## config.mk

```make
export PLATFORM = sky130hd
export DESIGN_NAME = spi_host_ctrl
export DESIGN_NICKNAME = d
export VERILOG_FILES = /design/src/rtl/spi_host_pkg.sv /design/src/rtl/spi_host_fifo.sv /design/src/rtl/spi_host_shifter.sv /design/src/rtl/spi_host_ctrl.sv
export SDC_FILE = /design/constraint.sdc
export NUM_CORES = 1
export LEC_CHECK = 0
export BUFFER_PORTS_ARGS = -buffer_cell sky130_fd_sc_hd__buf_4
export CORE_MARGIN = 5
export CORE_UTILIZATION = 45
export CTS_CLUSTER_SIZE = 10
export DETAILED_ROUTE_END_ITERATION = 7
export PLACE_DENSITY_LB_ADDON = 0.25
export SLEW_MARGIN = 15
export SYNTH_ARGS = -nofsm -noshare
export SYNTH_HDL_FRONTEND = slang
export SYNTH_SLANG_ARGS = --single-unit
```

## constraint.sdc

```tcl
create_clock -name clk_i -period 4.35 [get_ports clk_i]
set_clock_uncertainty 0.15 [all_clocks]
set_input_delay 0 -clock clk_i [delete_from_list [all_inputs] [get_ports clk_i]]
set_output_delay 0 -clock clk_i [all_outputs]
set_load 0.01 [all_outputs]
```

## src/rtl/spi_host_pkg.sv

```systemverilog
package spi_host_pkg;
  localparam logic [7:0] OFS_GIE  = 8'h1C;
  localparam logic [7:0] OFS_ISR  = 8'h20;
  localparam logic [7:0] OFS_IER  = 8'h28;
  localparam logic [7:0] OFS_SRST = 8'h40;
  localparam logic [7:0] OFS_CTRL = 8'h60;
  localparam logic [7:0] OFS_STAT = 8'h64;
  localparam logic [7:0] OFS_TXD  = 8'h68;
  localparam logic [7:0] OFS_RXD  = 8'h6C;
  localparam logic [7:0] OFS_SSEL = 8'h70;

  localparam logic [31:0] SRST_KEY = 32'h0000_000A;

  localparam int unsigned IRQ_W    = 7;
  localparam int unsigned IRQ_TXE  = 2;
  localparam int unsigned IRQ_RXF  = 4;
  localparam int unsigned IRQ_OVR  = 5;
  localparam int unsigned IRQ_HALF = 6;

  typedef struct packed {
    logic lsb_first;
    logic hold;
    logic manual_ss;
    logic cpha;
    logic cpol;
    logic master;
    logic enable;
    logic loopback;
  } ctrl_t;
endpackage

```

## src/rtl/spi_host_fifo.sv

```systemverilog
module spi_host_fifo #(
  parameter int unsigned W     = 8,
  parameter int unsigned DEPTH = 4,
  localparam int unsigned PW   = (DEPTH > 1) ? $clog2(DEPTH) : 1,
  localparam int unsigned CW   = $clog2(DEPTH + 1)
) (
  input  logic          clk_i,
  input  logic          rst_ni,
  input  logic          clr_i,
  input  logic          push_i,
  input  logic          pop_i,
  input  logic [W-1:0]  wdata_i,
  output logic [W-1:0]  rdata_o,
  output logic          empty_o,
  output logic          full_o,
  output logic [CW-1:0] count_o
);
  logic [W-1:0]  mem_q [DEPTH];
  logic [PW-1:0] wr_ptr, rd_ptr;
  logic [CW-1:0] cnt_q;
  logic          do_push, do_pop;

  assign empty_o = (cnt_q == '0);
  assign full_o  = (cnt_q == CW'(DEPTH));
  assign count_o = cnt_q;
  assign do_push = push_i && !full_o;
  assign do_pop  = pop_i && !empty_o;
  assign rdata_o = mem_q[rd_ptr];

  function automatic logic [PW-1:0] nxt(input logic [PW-1:0] p);
    return (p == PW'(DEPTH - 1)) ? '0 : p + 1'b1;
  endfunction

  always_ff @(posedge clk_i or negedge rst_ni) begin
    if (!rst_ni) begin
      wr_ptr <= '0;
      rd_ptr <= '0;
      cnt_q  <= '0;
    end else if (clr_i) begin
      wr_ptr <= '0;
      rd_ptr <= '0;
      cnt_q  <= '0;
    end else begin
      if (do_push) wr_ptr <= nxt(wr_ptr);
      if (do_pop)  rd_ptr <= nxt(rd_ptr);
      if (do_push && !do_pop)      cnt_q <= cnt_q + 1'b1;
      else if (do_pop && !do_push) cnt_q <= cnt_q - 1'b1;
    end
  end

  always_ff @(posedge clk_i) begin
    if (do_push) mem_q[wr_ptr] <= wdata_i;
  end
endmodule

```

## src/rtl/spi_host_shifter.sv

```systemverilog
module spi_host_shifter #(
  parameter int unsigned W       = 8,
  parameter int unsigned CLK_DIV = 4,
  localparam int unsigned HALF   = (CLK_DIV / 2 > 0) ? CLK_DIV / 2 : 1,
  localparam int unsigned DW     = (HALF > 1) ? $clog2(HALF) : 1,
  localparam int unsigned EW     = $clog2(2 * W),
  localparam int unsigned BW     = $clog2(W)
) (
  input  logic         clk_i,
  input  logic         rst_ni,
  input  logic         clr_i,
  input  logic         start_i,
  input  logic [W-1:0] data_i,
  input  logic         cpol_i,
  input  logic         cpha_i,
  input  logic         lsb_i,
  input  logic         loop_i,
  input  logic         miso_i,
  output logic         busy_o,
  output logic         done_o,
  output logic [W-1:0] rx_o,
  output logic         sclk_o,
  output logic         mosi_o
);
  logic          busy_q, lvl_q;
  logic [DW-1:0] div_q;
  logic [EW-1:0] edge_q;
  logic [BW-1:0] bit_q, out_pos;
  logic [W-1:0]  tx_q, rx_q, rx_next;
  logic          edge_now, leading, sample, launch, last, rx_bit;

  assign edge_now = busy_q && (div_q == DW'(HALF - 1));
  assign leading  = !edge_q[0];
  assign sample   = edge_now && (leading ^ cpha_i);
  // CPHA=1 launches on leading edges after the first; CPHA=0 on trailing edges but the last
  assign launch   = edge_now && (cpha_i ? (leading && edge_q != '0)
                                        : (!leading && edge_q != EW'(2 * W - 1)));
  assign last     = edge_now && (edge_q == EW'(2 * W - 1));
  assign out_pos  = lsb_i ? bit_q : BW'(W - 1) - bit_q;
  assign mosi_o   = tx_q[out_pos];
  assign rx_bit   = loop_i ? mosi_o : miso_i;
  assign rx_next  = lsb_i ? {rx_bit, rx_q[W-1:1]} : {rx_q[W-2:0], rx_bit};
  assign rx_o     = sample ? rx_next : rx_q;
  assign done_o   = last;
  assign busy_o   = busy_q;
  assign sclk_o   = cpol_i ^ lvl_q;

  always_ff @(posedge clk_i or negedge rst_ni) begin
    if (!rst_ni) begin
      busy_q <= 1'b0;
      lvl_q  <= 1'b0;
      div_q  <= '0;
      edge_q <= '0;
      bit_q  <= '0;
      tx_q   <= '0;
      rx_q   <= '0;
    end else if (clr_i) begin
      busy_q <= 1'b0;
      lvl_q  <= 1'b0;
      div_q  <= '0;
      edge_q <= '0;
      bit_q  <= '0;
      tx_q   <= '0;
      rx_q   <= '0;
    end else if (start_i && !busy_q) begin
      busy_q <= 1'b1;
      lvl_q  <= 1'b0;
      div_q  <= '0;
      edge_q <= '0;
      bit_q  <= '0;
      tx_q   <= data_i;
    end else if (busy_q) begin
      div_q <= edge_now ? '0 : div_q + 1'b1;
      if (edge_now) begin
        lvl_q  <= ~lvl_q;
        edge_q <= edge_q + 1'b1;
      end
      if (sample) rx_q <= rx_next;
      if (launch) bit_q <= bit_q + 1'b1;
      if (last) begin
        busy_q <= 1'b0;
        lvl_q  <= 1'b0;
      end
    end
  end
endmodule

```

## src/rtl/spi_host_ctrl.sv

```systemverilog
module spi_host_ctrl
  import spi_host_pkg::*;
#(
  parameter int unsigned NUM_SS     = 4,
  parameter int unsigned FIFO_DEPTH = 4,
  parameter int unsigned DATA_W     = 8,
  parameter int unsigned CLK_DIV    = 4,
  localparam int unsigned CNTW      = $clog2(FIFO_DEPTH + 1)
) (
  input  logic              clk_i,
  input  logic              rst_ni,
  input  logic              req_i,
  input  logic              we_i,
  input  logic [7:0]        addr_i,
  input  logic [31:0]       wdata_i,
  output logic [31:0]       rdata_o,
  output logic              irq_o,
  output logic              sclk_o,
  output logic              mosi_o,
  input  logic              miso_i,
  output logic [NUM_SS-1:0] ss_no
);
  ctrl_t              ctrl_q;
  logic [NUM_SS-1:0]  ssel_q;
  logic               gie_q, irq_q;
  logic [IRQ_W-1:0]   ier_q, isr_q, isr_set, isr_clr;

  logic               wr, rd, srst, tx_clr, rx_clr;
  logic               tx_push, tx_empty_f, tx_full_f, start;
  logic               rx_pop, rx_empty_f, rx_full_f;
  logic [DATA_W-1:0]  tx_head, rx_head, rx_word;
  logic [CNTW-1:0]    tx_cnt, rx_cnt;
  logic               busy, done;
  logic               tx_empty_evt, rx_full_evt, ovr_evt, half_evt;

  assign wr   = req_i && we_i;
  assign rd   = req_i && !we_i;
  assign srst = wr && (addr_i == OFS_SRST) && (wdata_i == SRST_KEY);
  wire ctrl_wr = wr && (addr_i == OFS_CTRL);
  assign tx_clr  = srst || (ctrl_wr && wdata_i[5]);
  assign rx_clr  = srst || (ctrl_wr && wdata_i[6]);
  assign tx_push = wr && (addr_i == OFS_TXD);
  assign rx_pop  = rd && (addr_i == OFS_RXD) && !rx_empty_f;
  assign start   = ctrl_q.enable && ctrl_q.master && !ctrl_q.hold && !busy && !tx_empty_f;

  spi_host_fifo #(.W(DATA_W), .DEPTH(FIFO_DEPTH)) i_tx_fifo (
    .clk_i, .rst_ni, .clr_i(tx_clr), .push_i(tx_push), .pop_i(start),
    .wdata_i(wdata_i[DATA_W-1:0]), .rdata_o(tx_head),
    .empty_o(tx_empty_f), .full_o(tx_full_f), .count_o(tx_cnt)
  );

  spi_host_fifo #(.W(DATA_W), .DEPTH(FIFO_DEPTH)) i_rx_fifo (
    .clk_i, .rst_ni, .clr_i(rx_clr), .push_i(done), .pop_i(rx_pop),
    .wdata_i(rx_word), .rdata_o(rx_head),
    .empty_o(rx_empty_f), .full_o(rx_full_f), .count_o(rx_cnt)
  );

  spi_host_shifter #(.W(DATA_W), .CLK_DIV(CLK_DIV)) i_shifter (
    .clk_i, .rst_ni, .clr_i(srst), .start_i(start), .data_i(tx_head),
    .cpol_i(ctrl_q.cpol), .cpha_i(ctrl_q.cpha), .lsb_i(ctrl_q.lsb_first),
    .loop_i(ctrl_q.loopback), .miso_i, .busy_o(busy), .done_o(done),
    .rx_o(rx_word), .sclk_o, .mosi_o
  );

  assign tx_empty_evt = done && tx_empty_f;
  assign rx_full_evt  = done && !rx_full_f && !rx_pop && (rx_cnt == CNTW'(FIFO_DEPTH - 1));
  assign ovr_evt      = done && rx_full_f;
  assign half_evt     = start && (tx_cnt == CNTW'(FIFO_DEPTH / 2 + 1));

  always_comb begin
    isr_set           = '0;
    isr_set[IRQ_TXE]  = tx_empty_evt;
    isr_set[IRQ_RXF]  = rx_full_evt;
    isr_set[IRQ_OVR]  = ovr_evt;
    isr_set[IRQ_HALF] = half_evt;
    isr_clr = (wr && addr_i == OFS_ISR) ? wdata_i[IRQ_W-1:0] : '0;
  end

  always_ff @(posedge clk_i or negedge rst_ni) begin
    if (!rst_ni) begin
      ctrl_q <= '0;
      ssel_q <= '1;
      gie_q  <= 1'b0;
      ier_q  <= '0;
      isr_q  <= '0;
      irq_q  <= 1'b0;
    end else if (srst) begin
      ctrl_q <= '0;
      ssel_q <= '1;
      gie_q  <= 1'b0;
      ier_q  <= '0;
      isr_q  <= '0;
      irq_q  <= 1'b0;
    end else begin
      if (ctrl_wr) begin
        ctrl_q <= '{lsb_first: wdata_i[9], hold: wdata_i[8], manual_ss: wdata_i[7],
                    cpha: wdata_i[4], cpol: wdata_i[3], master: wdata_i[2],
                    enable: wdata_i[1], loopback: wdata_i[0]};
      end
      if (wr && addr_i == OFS_SSEL) ssel_q <= wdata_i[NUM_SS-1:0];
      if (wr && addr_i == OFS_GIE)  gie_q  <= wdata_i[31];
      if (wr && addr_i == OFS_IER)  ier_q  <= wdata_i[IRQ_W-1:0];
      isr_q <= (isr_q & ~isr_clr) | isr_set;
      irq_q <= gie_q && |(isr_q & ier_q);
    end
  end

  assign irq_o = irq_q;
  assign ss_no = (ctrl_q.manual_ss || busy) ? ssel_q : '1;

  always_comb begin
    rdata_o = '0;
    unique case (addr_i)
      OFS_CTRL: rdata_o[9:0] = {ctrl_q.lsb_first, ctrl_q.hold, ctrl_q.manual_ss, 2'b00,
                                ctrl_q.cpha, ctrl_q.cpol, ctrl_q.master,
                                ctrl_q.enable, ctrl_q.loopback};
      OFS_STAT: rdata_o[4:0] = {1'b0, tx_full_f, tx_empty_f && !busy, rx_full_f, rx_empty_f};
      OFS_RXD:  rdata_o[DATA_W-1:0] = rx_head;
      OFS_SSEL: rdata_o[NUM_SS-1:0] = ssel_q;
      OFS_GIE:  rdata_o[31] = gie_q;
      OFS_ISR:  rdata_o[IRQ_W-1:0] = isr_q;
      OFS_IER:  rdata_o[IRQ_W-1:0] = ier_q;
      default:  rdata_o = '0;
    endcase
  end

  wire unused_wdata = ^{wdata_i[30:10], wdata_i[3:2]};
endmodule

```

==> qor.yml <==
worstSkewPairLatency_ns: 0.42
portBuffers: 62
status: "complete, no violations"
clock-sinks: 132
worstPathRequired_ns: 4.51
synth_xor_xnor_area_share_pct: 1.71
drc: 0
dp_hpwl_um: 11700
overflow: 0
fillerInstances: 1249
yosysTopAreaCellShare_pct: 28.9
power_density_nw_per_um2: 463
synthMostInstantiatedCell: "nor2_1"
synth_compound_area_share_pct: 6.96
drtIter0Drc: 383
cts_resized: 0
antenna_left: 0
clk_path_buf_depth: 2
hold_viol_final: 0
yosys-top-cells-count: "nor2_1 (70), dfrtp_1 (64), edfxtp_1 (64), mux2i_1 (34), nand2_1 (32)"
die_h_um: 132
postCtsSetupBuffers: 0
synth_area_leaders: "edfxtp_1 (29%), dfrtp_1 (24%), mux4_2 (5.4%)"
cp-end-kind: "register"
fin_tns_setup_ns: 0
synth_flop_cell: "edfxtp_1"
cts_buffers: 17
gp_congestion: 0.907
ys_warn_count: 0
rows: 44
leakagePower_nw: 3.29
avgSynthCellArea_um2: 12.2
ys_async_sr_fraction_pct: 51.5
synth_top_family_by_area: "simple AND/OR/NAND/NOR gates"
grt_max_degree: 69
htreeDepth: 4
fin_crit_ns: 2.97
rsz0062_at_grt: "false"
drtPass1Iterations: 5
fmax_mhz: 337
start_util_pct: 45.7
synth_top_cell_by_area: "edfxtp_1"
fin_crit_sh_pct: 68.2
wl_per_cell_um: 19.6
vias: 4552
drive_above_1_share_pct: 21.9
die_w_um: 132
detail_route.vias_per_cell: 5.54
cp.arrival_ns: 3.12
die-area_um2: 17300
ys_ff_latch: 132
layout.nets: 687
cp-startpoint: "i_shifter.edge_q[0]"
startpoint_type: "register"
grt_pass1_vias: 4663
holdBufCountCts: 21
r2r_cells: 11
drv_slew: 0
grt_pass1_wl_um: 25600
rr_startpoint: "i_shifter.edge_q[0]"
syn_area_um2: 6650
worstMarginPinSlew_ns: 0.897
final_util_pct: 55.0
antennaDiodeCount: 0
reg2reg_slack_ns: 1.38
grt_use_total_pct: 18.9
clk_pin_slew_ns: 0.06
slew_headroom_pct: 40.2
hold_start: "addr_i[3]"
netlist_instances: 547
synthSimpleGateAreaFrac_pct: 16.4
wl_um: 16100
synthMuxAreaShare_pct: 11.6
boundaryPins: 84
fp.coreArea_um2: 14500
worstPathMaxFanout: 7
vdd_drop_max_uv: 320
synth_cell_type_count: 65
critPathKind: "register to register"
hold_class: "primary input to register"
antenna_found_initial: 0
cts_tree: "yes"
cap_violations: 0
yosysSeqAreaShare_pct: 54.6
clock-root-buffer: "clkbuf_16"
synth_edf_count: 64
setup_viol: 0
min_path_cells: 5
yosys.area_share.adder_pct: 3.42
syn2layout_area_growth_pct: 20.1
==> cell families after synthesis <==
| logic type | Yosys count |
|---|---|
| simple gates | 197 |
| xor+xnor | 13 |
| other cells | 1 |
| buf+inv | 64 |
| fa+ha+maj | 17 |
| flops | 132 |
| compound gates | 67 |
| mux | 56 |
==> where the power goes <==
group	total (mW)	internal, mW	switching [mW]
registers	1.59	1.44	0.145
logic	0.589	0.283	0.307
clock network	1.52	0.968	0.550
total	3.70	2.69	1.00
==> worst max-delay path, stage by stage (launching register included) <==
cell and delay (ns):
dfrtp_1 0.46, ha_1 0.20, and3_1 0.29, nand2_1 0.08, nor2_1 0.43, ha_1 0.29, inv_1 0.07, fa_1 0.37
xor2_1 0.17, nor2_1 0.15, xnor2_1 0.14, nor2_1 0.05
==> layer usage <==
| metal | track usage, % | wire length [um] | vias to the layer above |
|---|---|---|---|
| met5 | 0 | 0 | - |
| met4 | 6.91 | 306 | 0 |
| met3 | 5.05 | 947 | 19 |
| met2 | 30.3 | 7910 | 156 |
| met1 | 24.8 | 6950 | 2253 |
| li1 | - | - | 2124 |
==> per-stage QoR <==
step	total power [mW]	cells	area, um2	worst slack (ns)	hold WS, ns
3_5_place_dp	2.19	769	7150	1.41	0.0315
5_1_grt	3.88	822	7990	1.21	0.0325
4_1_cts	3.72	822	7990	1.39	0.0160
2_1_floorplan	1.98	567	6720	1.73	-0.446
3_3_place_gp	2.15	769	7150	1.55	0.0186
6_report	3.70	822	7990	1.38	0.0256
==> registers in the layout, indices dropped and copies added, names as in the netlist, 2 cells and up <==
register and flops:
i_shifter.bit_q 3, i_tx_fifo.mem_q 32, i_tx_fifo.count_o 3, i_tx_fifo.wr_ptr 2, i_rx_fifo.wr_ptr 2, ier_q 7
ctrl_q 8, isr_q 7, ssel_q 4, i_shifter.rx_q 8, i_tx_fifo.rd_ptr 2, i_rx_fifo.count_o 3
i_rx_fifo.mem_q 32, i_rx_fifo.rd_ptr 2, i_shifter.edge_q 4, i_shifter.tx_q 8
==> final timing paths <==
kind	endpoint
hold reg to reg	irq_o
max in group asynchronous	i_shifter.rx_q[5]
setup reg to reg	i_rx_fifo.count_o[2]
hold / removal	ctrl_q[4]
min in group asynchronous	i_tx_fifo.rd_ptr[1]
setup / recovery	i_rx_fifo.count_o[2]
==> layout make-up <==
| type | instances | area [um2] | share of cell area, % |
|---|---|---|---|
| Tap cell | 184 | 230 | 2.88 |
| Sequential cell | 132 | 3630 | 45.4 |
| Clock inverter | 13 | 194 | 2.43 |
| Multi-Input combinational cell | 371 | 2740 | 34.3 |
| Clock buffer | 19 | 433 | 5.42 |
| Timing Repair Buffer | 85 | 691 | 8.65 |
| Inverter | 18 | 67.6 | 0.846 |
==> layout by cell type (no fill, tap or decap), types with 7 or more instances in the layout <==
| cell | count |
|---|---|
| clkbuf_16 | 17 |
| nand2b_1 | 7 |
| conb_1 | 21 |
| mux2i_1 | 34 |
| a211oi_1 | 7 |
| a21oi_1 | 15 |
| nand2_1 | 32 |
| ha_1 | 15 |
| a22oi_1 | 9 |
| edfxtp_1 | 64 |
| buf_4 | 64 |
| dlygate4sd3_1 | 21 |
| nand3_1 | 9 |
| mux4_2 | 16 |
| inv_1 | 18 |
| nor2_1 | 70 |
| nor3b_1 | 9 |
| xor2_1 | 8 |
| and2_1 | 10 |
| dfrtp_1 | 64 |
No activity file was read; power rests on OpenSTA's default activity.
